## src/rtl/fcb_pkg.sv

```systemverilog
// Shared definitions for the frame field compare bank.
// Assumes: mode codes are fixed by the register encoding and are not remapped.
package fcb_pkg;
    localparam int FIELD_BYTES = 6;
    localparam int FIELD_W     = 8 * FIELD_BYTES;
    localparam int START_W     = 15;
    localparam int LEN_W       = 4;

    typedef enum logic [1:0] {
        CMP_OFF = 2'd0,
        CMP_EQ  = 2'd1,
        CMP_GT  = 2'd2,
        CMP_LT  = 2'd3
    } cmp_mode_e;
endpackage

```

## src/rtl/fcb_cfg_regs.sv

```systemverilog
// Write-only configuration store: per-slot reference and mask, shared window, modes.
// Assumes: slot words at 4n+sel, window at 2^(AW-1), modes at 2^(AW-1)+1.
module fcb_cfg_regs
    import fcb_pkg::*;
#(
    parameter int NSLOT = 8,
    localparam int SLOT_AW = (NSLOT > 1) ? $clog2(NSLOT) : 1,
    localparam int AW      = SLOT_AW + 3
) (
    input  logic                           clk,
    input  logic                           rst_n,
    input  logic                           we,
    input  logic [AW-1:0]                  addr,
    input  logic [31:0]                    wdata,
    output logic [NSLOT-1:0][FIELD_W-1:0]  ref_val,
    output logic [NSLOT-1:0][FIELD_W-1:0]  ref_msk,
    output logic [START_W-1:0]             win_start,
    output logic [LEN_W-1:0]               win_len,
    output logic [2*NSLOT-1:0]             mode_bits
);
    logic glob_sel;
    assign glob_sel = addr[AW-1];

    for (genvar n = 0; n < NSLOT; n++) begin : g_slot
        logic slot_hit;
        assign slot_hit = we && !glob_sel && (addr[AW-2:2] == SLOT_AW'(n));

        // Load one word of this slot's reference or mask.
        always_ff @(posedge clk) begin
            if (!rst_n) begin
                ref_val[n] <= '0;
                ref_msk[n] <= '0;
            end else if (slot_hit) begin
                case (addr[1:0])
                    2'd0: ref_val[n][31:0]         <= wdata;
                    2'd1: ref_val[n][FIELD_W-1:32] <= wdata[FIELD_W-33:0];
                    2'd2: ref_msk[n][31:0]         <= wdata;
                    default: ref_msk[n][FIELD_W-1:32] <= wdata[FIELD_W-33:0];
                endcase
            end
        end
    end

    // Load the shared window and the packed mode word.
    always_ff @(posedge clk) begin
        if (!rst_n) begin
            win_start <= '0;
            win_len   <= '0;
            mode_bits <= '0;
        end else if (we && glob_sel && (addr[AW-2:0] == '0)) begin
            win_start <= wdata[START_W-1:0];
            win_len   <= wdata[16 +: LEN_W];
        end else if (we && glob_sel && (addr[AW-2:0] == (AW-1)'(1))) begin
            mode_bits <= wdata[2*NSLOT-1:0];
        end
    end
endmodule

```

## src/rtl/fcb_window_capture.sv

```systemverilog
// Tracks frame position and gathers the window bytes into a little-endian field.
// Assumes: rx_sof marks position 0; bytes outside a frame are dropped.
// Outputs include the byte presented in the current cycle.
module fcb_window_capture
    import fcb_pkg::*;
#(
    parameter int POS_W = 16,
    localparam int EXT_W = POS_W + 1
) (
    input  logic                 clk,
    input  logic                 rst_n,
    input  logic                 rx_valid,
    input  logic                 rx_sof,
    input  logic                 rx_eof,
    input  logic [7:0]           rx_data,
    input  logic [START_W-1:0]   win_start,
    input  logic [LEN_W-1:0]     win_len,
    output logic                 take,
    output logic [FIELD_W-1:0]   field_now,
    output logic                 field_done
);
    logic [POS_W-1:0]   pos_q;
    logic [FIELD_W-1:0] field_q;
    logic               in_frame_q;
    logic [POS_W-1:0]   cur_pos;
    logic [EXT_W-1:0]   pos_x, st_x, end_x, idx;
    logic               in_win;

    assign take    = rx_valid && (rx_sof || in_frame_q);
    assign cur_pos = rx_sof ? '0 : pos_q;
    assign pos_x   = EXT_W'(cur_pos);
    assign st_x    = EXT_W'(win_start);
    assign end_x   = st_x + EXT_W'(win_len);
    assign idx     = pos_x - st_x;
    assign in_win  = (pos_x >= st_x) && (pos_x < end_x);

    // Merge the present byte into the field at its window slot.
    always_comb begin
        field_now = rx_sof ? '0 : field_q;
        for (int k = 0; k < FIELD_BYTES; k++) begin
            if (take && in_win && (idx == EXT_W'(k))) field_now[8*k +: 8] = rx_data;
        end
    end

    // Window complete once its last position is at or before the present byte.
    assign field_done = (win_len == '0) || (pos_x + EXT_W'(1) >= end_x);

    // Advance position, keep gathered bytes and frame membership.
    always_ff @(posedge clk) begin
        if (!rst_n) begin
            pos_q      <= '0;
            field_q    <= '0;
            in_frame_q <= 1'b0;
        end else if (take) begin
            pos_q      <= cur_pos + POS_W'(cur_pos != '1);
            field_q    <= field_now;
            in_frame_q <= !rx_eof;
        end
    end
endmodule

```

## src/rtl/fcb_slot_cmp.sv

```systemverilog
// One compare slot: masks field and reference, then applies the relational mode.
// Assumes: mask bit 1 = don't care; unsigned compare of the packed field.
module fcb_slot_cmp
    import fcb_pkg::*;
(
    input  logic [FIELD_W-1:0] field,
    input  logic [FIELD_W-1:0] ref_val,
    input  logic [FIELD_W-1:0] ref_msk,
    input  logic [1:0]         mode,
    output logic               hit
);
    logic [FIELD_W-1:0] f_m, r_m;
    assign f_m = field   & ~ref_msk;
    assign r_m = ref_val & ~ref_msk;

    // Select the relation named by the mode code.
    always_comb begin
        case (cmp_mode_e'(mode))
            CMP_EQ:  hit = (f_m == r_m);
            CMP_GT:  hit = (f_m >  r_m);
            CMP_LT:  hit = (f_m <  r_m);
            default: hit = 1'b0;
        endcase
    end
endmodule

```

## src/rtl/frame_field_cmp_bank.sv

```systemverilog
// Top: eight masked relational compares on a programmable window of each frame.
// Assumes: configuration is stable while a frame is in flight.
module frame_field_cmp_bank
    import fcb_pkg::*;
#(
    parameter int NSLOT = 8,
    parameter int POS_W = 16,
    localparam int SLOT_AW = (NSLOT > 1) ? $clog2(NSLOT) : 1,
    localparam int AW      = SLOT_AW + 3
) (
    input  logic             clk,
    input  logic             rst_n,
    input  logic             rx_valid,
    input  logic             rx_sof,
    input  logic             rx_eof,
    input  logic [7:0]       rx_data,
    input  logic             cfg_we,
    input  logic [AW-1:0]    cfg_addr,
    input  logic [31:0]      cfg_wdata,
    output logic [NSLOT-1:0] hit_vec,
    output logic             hit_valid
);
    logic [NSLOT-1:0][FIELD_W-1:0] ref_val, ref_msk;
    logic [START_W-1:0]            win_start;
    logic [LEN_W-1:0]              win_len;
    logic [2*NSLOT-1:0]            mode_flat;
    logic                          take, field_done;
    logic [FIELD_W-1:0]            field_now;
    logic [NSLOT-1:0]              slot_hits;

    fcb_cfg_regs #(.NSLOT(NSLOT)) u_cfg (
        .clk(clk), .rst_n(rst_n), .we(cfg_we), .addr(cfg_addr), .wdata(cfg_wdata),
        .ref_val(ref_val), .ref_msk(ref_msk), .win_start(win_start),
        .win_len(win_len), .mode_bits(mode_flat)
    );

    fcb_window_capture #(.POS_W(POS_W)) u_cap (
        .clk(clk), .rst_n(rst_n), .rx_valid(rx_valid), .rx_sof(rx_sof),
        .rx_eof(rx_eof), .rx_data(rx_data), .win_start(win_start),
        .win_len(win_len), .take(take), .field_now(field_now), .field_done(field_done)
    );

    for (genvar n = 0; n < NSLOT; n++) begin : g_cmp
        fcb_slot_cmp u_slot (
            .field(field_now), .ref_val(ref_val[n]), .ref_msk(ref_msk[n]),
            .mode(mode_flat[2*n +: 2]), .hit(slot_hits[n])
        );
    end

    // Latch results at end of frame, clear them at start of frame.
    always_ff @(posedge clk) begin
        if (!rst_n) begin
            hit_vec   <= '0;
            hit_valid <= 1'b0;
        end else begin
            hit_valid <= take && rx_eof;
            if (take && rx_eof)      hit_vec <= field_done ? slot_hits : '0;
            else if (take && rx_sof) hit_vec <= '0;
        end
    end
endmodule

```

## config.mk

```make
export PLATFORM = sky130hd
export DESIGN_NAME = frame_field_cmp_bank
export DESIGN_NICKNAME = d
export VERILOG_FILES = /design/src/rtl/fcb_pkg.sv /design/src/rtl/fcb_cfg_regs.sv /design/src/rtl/fcb_window_capture.sv /design/src/rtl/fcb_slot_cmp.sv /design/src/rtl/frame_field_cmp_bank.sv
export SDC_FILE = /design/constraint.sdc
export NUM_CORES = 2
export LEC_CHECK = 0
export BUFFER_PORTS_ARGS = -buffer_cell sky130_fd_sc_hd__buf_2
export CAP_MARGIN = 10
export CORE_MARGIN = 4
export CORE_UTILIZATION = 30
export CTS_BUF_LIST = sky130_fd_sc_hd__clkbuf_8
export DETAILED_ROUTE_END_ITERATION = 8
export REMOVE_ABC_BUFFERS = 1
export SETUP_SLACK_MARGIN = 0.1
export SYNTH_ARGS = -nofsm -noshare
export SYNTH_HDL_FRONTEND = slang
export SYNTH_HIERARCHICAL = 1
export SYNTH_SLANG_ARGS = --single-unit
export TNS_END_PERCENT = 20
```

## constraint.sdc

```tcl
create_clock -name clk -period 11.5 [get_ports clk]
set_input_delay 0.575 -clock clk [delete_from_list [all_inputs] [get_ports clk]]
set_output_delay 0.575 -clock clk [all_outputs]
set_load 0.02 [all_outputs]
```

# [Word level (Yosys, flattened, before mapping)]
# Index checks and enable logic that the tools add are counted.
[totals] out_inout_bits=9 reg_bits=877
[classes] order_cmp=19 n_mux=19 add_sub_neg=4 eq_ne=48 reduce_logical=67 bitwise=26
[ops] op="$and A48 B48 Y48" count=16
[ops] op="$eq A48 B48 Y1" count=8
[ops] op="$gt A48 B48 Y1" count=8
[ops] op="$lt A48 B48 Y1" count=8
[ops] op="$not A48 Y48" count=8
[ops] op="$mux W8" count=9
[ops] op="$reduce_and A2 Y1" count=33
[ops] op="$mux W48" count=1
[ops] op="$eq A17 B2 Y1 const B" count=2
[ops] op="$eq A17 B3 Y1 const B" count=2
[ops] op="$eq A2 B2 Y1 const B" count=17
[ops] op="$pmux W1 S3" count=8
[ops] op="$logic_and A1 B1 Y1" count=23
[ops] op="$eq A2 B1 Y1 const B" count=9
[ops] op="$add A16 B1 Y17 const B" count=1
[ops] op="$eq A17 B1 Y1 const B" count=1
[ops] op="$ge A17 B17 Y1" count=1
[ops] op="$logic_not A17 Y1" count=1
[ops] op="$lt A16 B17 Y1" count=1
[ops] op="$sub A16 B15 Y17" count=1
[ops] op="$add A15 B4 Y16" count=1
[ops] op="$add A16 B1 Y16" count=1
[ops] op="$ge A16 B15 Y1" count=1
[ops] op="$mux W16" count=1
[ops] op="14 further kinds" count=21

# [Logic depth before layout (Yosys ltp)]
[depth] ltp_word=11 mapped_depth=29

# [Modules after synthesis]
# Netlist, hierarchy kept.
[by_module_without_submodules] module="fcb_cfg_regs" seq_area_each_um2=16075.4 cells_per_inst=2728 n_inst=1 area_per_inst_um2=28922.7
[by_module_without_submodules] module="fcb_slot_cmp" seq_area_each_um2=0.0 cells_per_inst=224 n_inst=8 area_per_inst_um2=1675.4
[by_module_without_submodules] module="fcb_window_capture" seq_area_each_um2=1301.2 cells_per_inst=841 n_inst=1 area_per_inst_um2=6254.7
[by_module_without_submodules] module="frame_field_cmp_bank" seq_area_each_um2=180.2 cells_per_inst=22 n_inst=1 area_per_inst_um2=306.5

# [Worst setup path after synthesis]
# OpenSTA, ideal clock, no wires.
[synth_timing] kind="input port to flip-flop" from="input rx_sof" to="register hit_vec[0]" required_time_ns=11.383 setup_time_ns=0.117 arrival_ns=6.499 n_path_buf=5 path_stages=27 path_slack_ns=4.884 cell_sequence="buf_2 buf_1 clkbuf_1 nand2b_1 ha_1 inv_1 fa_1 a211o_1 a211oi_2 a31oi_1 or4_1 or4_4 nor4_4 and2_1 buf_6 buf_12 mux2_4 nor2b_1 ha_1 a21o_1 a21o_1 a221oi_2 o21ai_0 a211oi_2 a21oi_1 o21bai_1 a32o_1"
[synth_via] elab_chain_len=11
[synth_lines] item="start: declaration" line_no="frame_field_cmp_bank.sv:14" source="input logic rx_sof,"
[synth_lines] item="branches (longest 5 deep; another with $sub A16 B15 Y17)"
[synth_lines] item="$mux W8 (*)" line_no="fcb_window_capture.sv:41" source="if (take && in_win && (idx == EXT_W'(k))) field_now[8*k +: 8] = rx_data;"
[synth_lines] item="net field_now[45]" line_no="frame_field_cmp_bank.sv:28" source="logic [FIELD_W-1:0] field_now;"
[synth_lines] item="$and A48 B48 Y48 (*)" line_no="fcb_slot_cmp.sv:13" source="assign f_m = field & ~ref_msk;"
[synth_lines] item="$lt A48 B48 Y1 (tied with other cells)" line_no="fcb_slot_cmp.sv:21" source="CMP_LT: hit = (f_m < r_m);"
[synth_lines] item="$pmux W1 S3 (*)" line_no="fcb_slot_cmp.sv:18" source="case (cmp_mode_e'(mode))"
[synth_lines] item="net slot_hits[0]" line_no="frame_field_cmp_bank.sv:29" source="logic [NSLOT-1:0] slot_hits;"
[synth_lines] item="$mux W8 (*) (2 in a row)" line_no="frame_field_cmp_bank.sv:57" source="if (take && rx_eof) hit_vec <= field_done ? slot_hits : '0;"
[synth_lines] item="end signal: assignment" line_no="frame_field_cmp_bank.sv:57"
[synth_lines] item="end: declaration" line_no="frame_field_cmp_bank.sv:20" source="output logic [NSLOT-1:0] hit_vec,"
# Mark *: on every way through the listed nets, which the timed path passes.
# A chain may end at the register's enable or synchronous reset.

# [Worst setup path in the final report]
[layout_timing] from="register u_cfg.win_start[0]" to="register hit_vec[5]"
[layout_via] elab_chain_len=11
[layout_lines] item="start: declaration" line_no="fcb_cfg_regs.sv:17" source="output logic [START_W-1:0] win_start,"
[layout_lines] item="start signal: assignment" line_no="fcb_cfg_regs.sv:51" source="win_start <= wdata[START_W-1:0];"
[layout_lines] item="$add A15 B4 Y16" line_no="fcb_window_capture.sv:33" source="assign end_x = st_x + EXT_W'(win_len);"
[layout_lines] item="$lt A16 B17 Y1" line_no="fcb_window_capture.sv:35" source="assign in_win = (pos_x >= st_x) && (pos_x < end_x);"
[layout_lines] item="$logic_and A1 B1 Y1" line_no="fcb_window_capture.sv:35"
[layout_lines] item="$logic_and A1 B1 Y1" line_no="fcb_window_capture.sv:41"
[layout_lines] item="$logic_and A1 B1 Y1 (*)" line_no="fcb_window_capture.sv:41"
[layout_lines] item="$mux W8 (*)" line_no="fcb_window_capture.sv:41"
[layout_lines] item="net field_now[26]" line_no="frame_field_cmp_bank.sv:28"
[layout_lines] item="$and A48 B48 Y48 (*)" line_no="fcb_slot_cmp.sv:13"
[layout_lines] item="$lt A48 B48 Y1 (tied with other cells)" line_no="fcb_slot_cmp.sv:21"
[layout_lines] item="$pmux W1 S3 (*)" line_no="fcb_slot_cmp.sv:18"
[layout_lines] item="net slot_hits[5]" line_no="frame_field_cmp_bank.sv:29"
[layout_lines] item="$mux W8 (*) (2 in a row)" line_no="frame_field_cmp_bank.sv:57"
# Mark *: on every way through the listed nets, which the timed path passes. The rest lies on a longest branch.

==> flow_summary.ini <==
[routing]
wl_met2_um = 67100
drc = 0
wl_per_cell_um = 18.9
via_per_inst = 5.01
ant_nets = 0
dr.first_iter.drc_count = 2330
via_count = 38200
drtPass1Iterations = 5
drt_wl_total_um = 144000
met3_length_um = 6800
highest_layer = met4
wl_met1_um = 65800

[yosys]
synth.distinct_cells = 91
postSynthCellCount = 5383
ys_seq_area_share_pct = 35.9
avgSynthCellArea_um2 = 9.08
yosysTopAreaCell = dfxtp_1
synthTopCellsByArea = dfxtp_1 36%, mux2i_1 16%, ha_1 11%, nand2_1 8.1%, nor2b_1 5.9%
yosysWarnings = 6
netlist_area_um2 = 48900
synth_top_area_share_pct = 35.9
synth_edf_count = 0
synthFlopType = dfxtp_1
async_flop_share_pct = 0
ys_seq_elements = 877

[placed_design]
dp_slack_ps = 3590
place.gp.congestion = 0.890
io_buffers = 60
placedCellCount = 7352
place.detailed.hpwl_um = 97800

[worst_setup_path]
rr_startpoint = u_cfg/win_start[0]$_SDFFE_PN0P_
timing.rr.end = hit_vec[5]$_SDFFE_PN0P_
worstPathArrival_ps = 8450
cp_max_fo = 16
r2r_cells = 26
worstSetupPathType = reg2reg
start_kind = flip-flop
cp.required_ps = 12260
cp-end-kind = flip-flop
worst-r2r-setup-slack_ps = 3810

[clocking]
root_buffer = clkbuf_8
numCtsBuffers = 157
clk_pin_slew_ps = 60
clkLatencyLatePin_ps = 880
h-tree-depth = 4
ctsLongestPathBuffers = 3
cts_sinks = 877
tritoncts = done

[grt]
antenna_found_initial = 20
grt_first_pass_wirelength_um = 221000
grt-ovfl-total = 0
grt_max_degree = 141
grt_pass1_vias = 37500
track_usage_pct = 16.6

[die]
die_h_um = 412
core_um2 = 161000
initial_utilization_pct = 30.3
die_w_um = 412
die-area_um2 = 169000
rows = 147
ios = 61

[timing]
fin_hold_ws_ps = 147
fin_crit_ps = 7690
timing.final.max_slew_violations = 0
rsz0062_at_grt = false
setup_violations = 0
period_share_pct = 66.8
worstMarginPinSlew_ps = 1160
setup_tns_ps = 0
fmax_mhz = 130
clock-skew-final_ps = 55.3
finalHoldViolCount = 0
fin_ws_ps = 3810
relSlewSlack_pct = 22.6

[layout]
syn_to_final_growth_pct = 10.5
layout.cells.non_filler = 7630
fillers = 16500
nets = 5845
drive_gt1_share_pct = 8.24

[worst_hold_path]
hold_path_end = hit_valid$_SDFF_PN0_
hold_depth = 2
hp-class = in2reg
hold_start = rx_eof

[run_status]
outcome = finished, final reports clean

[power]
irDropWorstVdd_v = 0.0000879
p_per_area_nw_per_um2 = 116
power_leakage_nw = 24.9

[run]
maxCapViolCount = 0
==> synth_stat cells, drive strengths merged, types with 10 or more instances <==
library cell / number
a211o: 10
a211oi: 20
a21boi: 10
a21o: 35
a21oi: 182
a221oi: 25
a311o: 16
a31oi: 57
and3: 36
and4: 27
and4bb: 12
buf: 106
clkbuf: 191
dfxtp: 877
ha: 438
inv: 44
mux2: 16
mux2i: 804
nand2: 1053
nand2b: 391
nand3: 84
nand4: 106
nand4b: 29
nor2: 90
nor2b: 460
nor3: 26
o211ai: 14
o21ai: 91
o31a: 10
xnor2: 29
xor2: 13
==> cell usage in the layout (no fill, tap or decap), drive strengths merged, types with 91 or more instances in the layout <==
master,Yosys,final
nand2,1053,1053
dfxtp,877,877
mux2i,804,804
nor2b,460,460
ha,438,438
nand2b,391,391
clkbuf,191,195
a21oi,182,182
nand4,106,106
buf,106,106
inv,44,96
o21ai,91,91
==> registers in the layout (all words and copies together), names as in the netlist <==
register          cells
u_cfg/ref_msk       384
u_cfg/ref_val       384
u_cap/field_q        48
u_cap/pos_q          16
u_cfg/mode_bits      16
u_cfg/win_start      15
hit_vec               8
u_cfg/win_len         4
hit_valid             1
u_cap/in_frame_q      1
==> what timing repair did <==
item | CTS | global route
hold buffers | 2 | 0
resized for setup | 0 | 0
setup endpoints to repair | 0 | 0
hold endpoints to repair | 1 | 0
setup buffers | 0 | 0
==> through the flow <==
step	util [%]	cell area [um^2]	total power [W]
finish	33.5	54000	0.00627
global route	33.5	54000	0.00651
CTS	33.5	54000	0.00636
detailed placement	31.6	51000	0.00347
global placement	31.6	50900	0.00347
floorplan	-	47500	0.00329
==> critical path, cell delays in order (launching register included) <==
cell and delay [ps]:
dfxtp_1 320, ha_1 230, fa_1 400, a21o_1 180, a21oi_1 270, nor2_1 170, nand3_1 130, xnor2_1 170
ha_1 290, nand4_1 130, nor3_1 80, a2111oi_0 520, nand4_1 200, or3_1 400, or4_1 820, o21ai_0 360
nand2_1 360, nor2b_1 260, ha_1 290, nand4_1 140, nor2_1 490, and3_1 430, o31a_1 340, a31oi_1 100
a31oi_1 210, o21bai_1 90, a32o_1 210
==> cell families (layout without fill, tap and decap cells) <==
logic type / count (synthesis) / in the layout / share of synthesized area (%)
mux: 820 / 820 / 16.9
buf+inv: 341 / 420 / 3.26
flops: 877 / 877 / 35.9
compound gates: 510 / 510 / 6.80
other cells: 0 / 8 / 0
fa+ha+maj: 440 / 440 / 11.3
xor+xnor: 42 / 42 / 0.752
simple gates: 2353 / 2353 / 25.1
==> where the power goes <==
group	switching, W	total, W	internal, W	leakage [nW]
combinational	0.000262	0.000351	0.0000888	16.1
clock	0.00134	0.00286	0.00152	1.75
sequential	0.00000798	0.00306	0.00305	7.06
==> per-layer routing <==
| layer | up-vias | global-route usage, % |
|---|---|---|
| li1 | 18600 | - |
| met1 | 18600 | 21.5 |
| met2 | 847 | 27.8 |
| met3 | 250 | 2.73 |
| met4 | 0 | 6.05 |
| met5 | - | 0 |
==> worst max-delay path by stage <==
stage	from	end	cells past startpoint
after floorplan	u_cfg/win_start[0]$_SDFFE_PN0P_	hit_vec[0]$_SDFFE_PN0P_	26
after global placement	rx_sof	hit_vec[6]$_SDFFE_PN0P_	19
after detailed placement	rx_sof	hit_vec[6]$_SDFFE_PN0P_	21
after CTS	u_cfg/win_start[1]$_SDFFE_PN0P_	hit_vec[5]$_SDFFE_PN0P_	27
after global routing	u_cfg/win_start[0]$_SDFFE_PN0P_	hit_vec[6]$_SDFFE_PN0P_	27
final	u_cfg/win_start[0]$_SDFFE_PN0P_	hit_vec[5]$_SDFFE_PN0P_	26
==> layout make-up <==
cell class                 instances  area, um^2  share of cell area [%]
clock buffer                     195        2680                    4.97
tap                             2160        2700                    5.00
inverter                          44         165                   0.306
multi-input combinational       4165       29800                    55.2
antenna                            8        20.0                  0.0370
timing repair buffer             108         701                    1.30
clock inverter                    73         359                   0.665
sequential                       877       17600                    32.5
No activity file was read; power rests on OpenSTA's default activity.
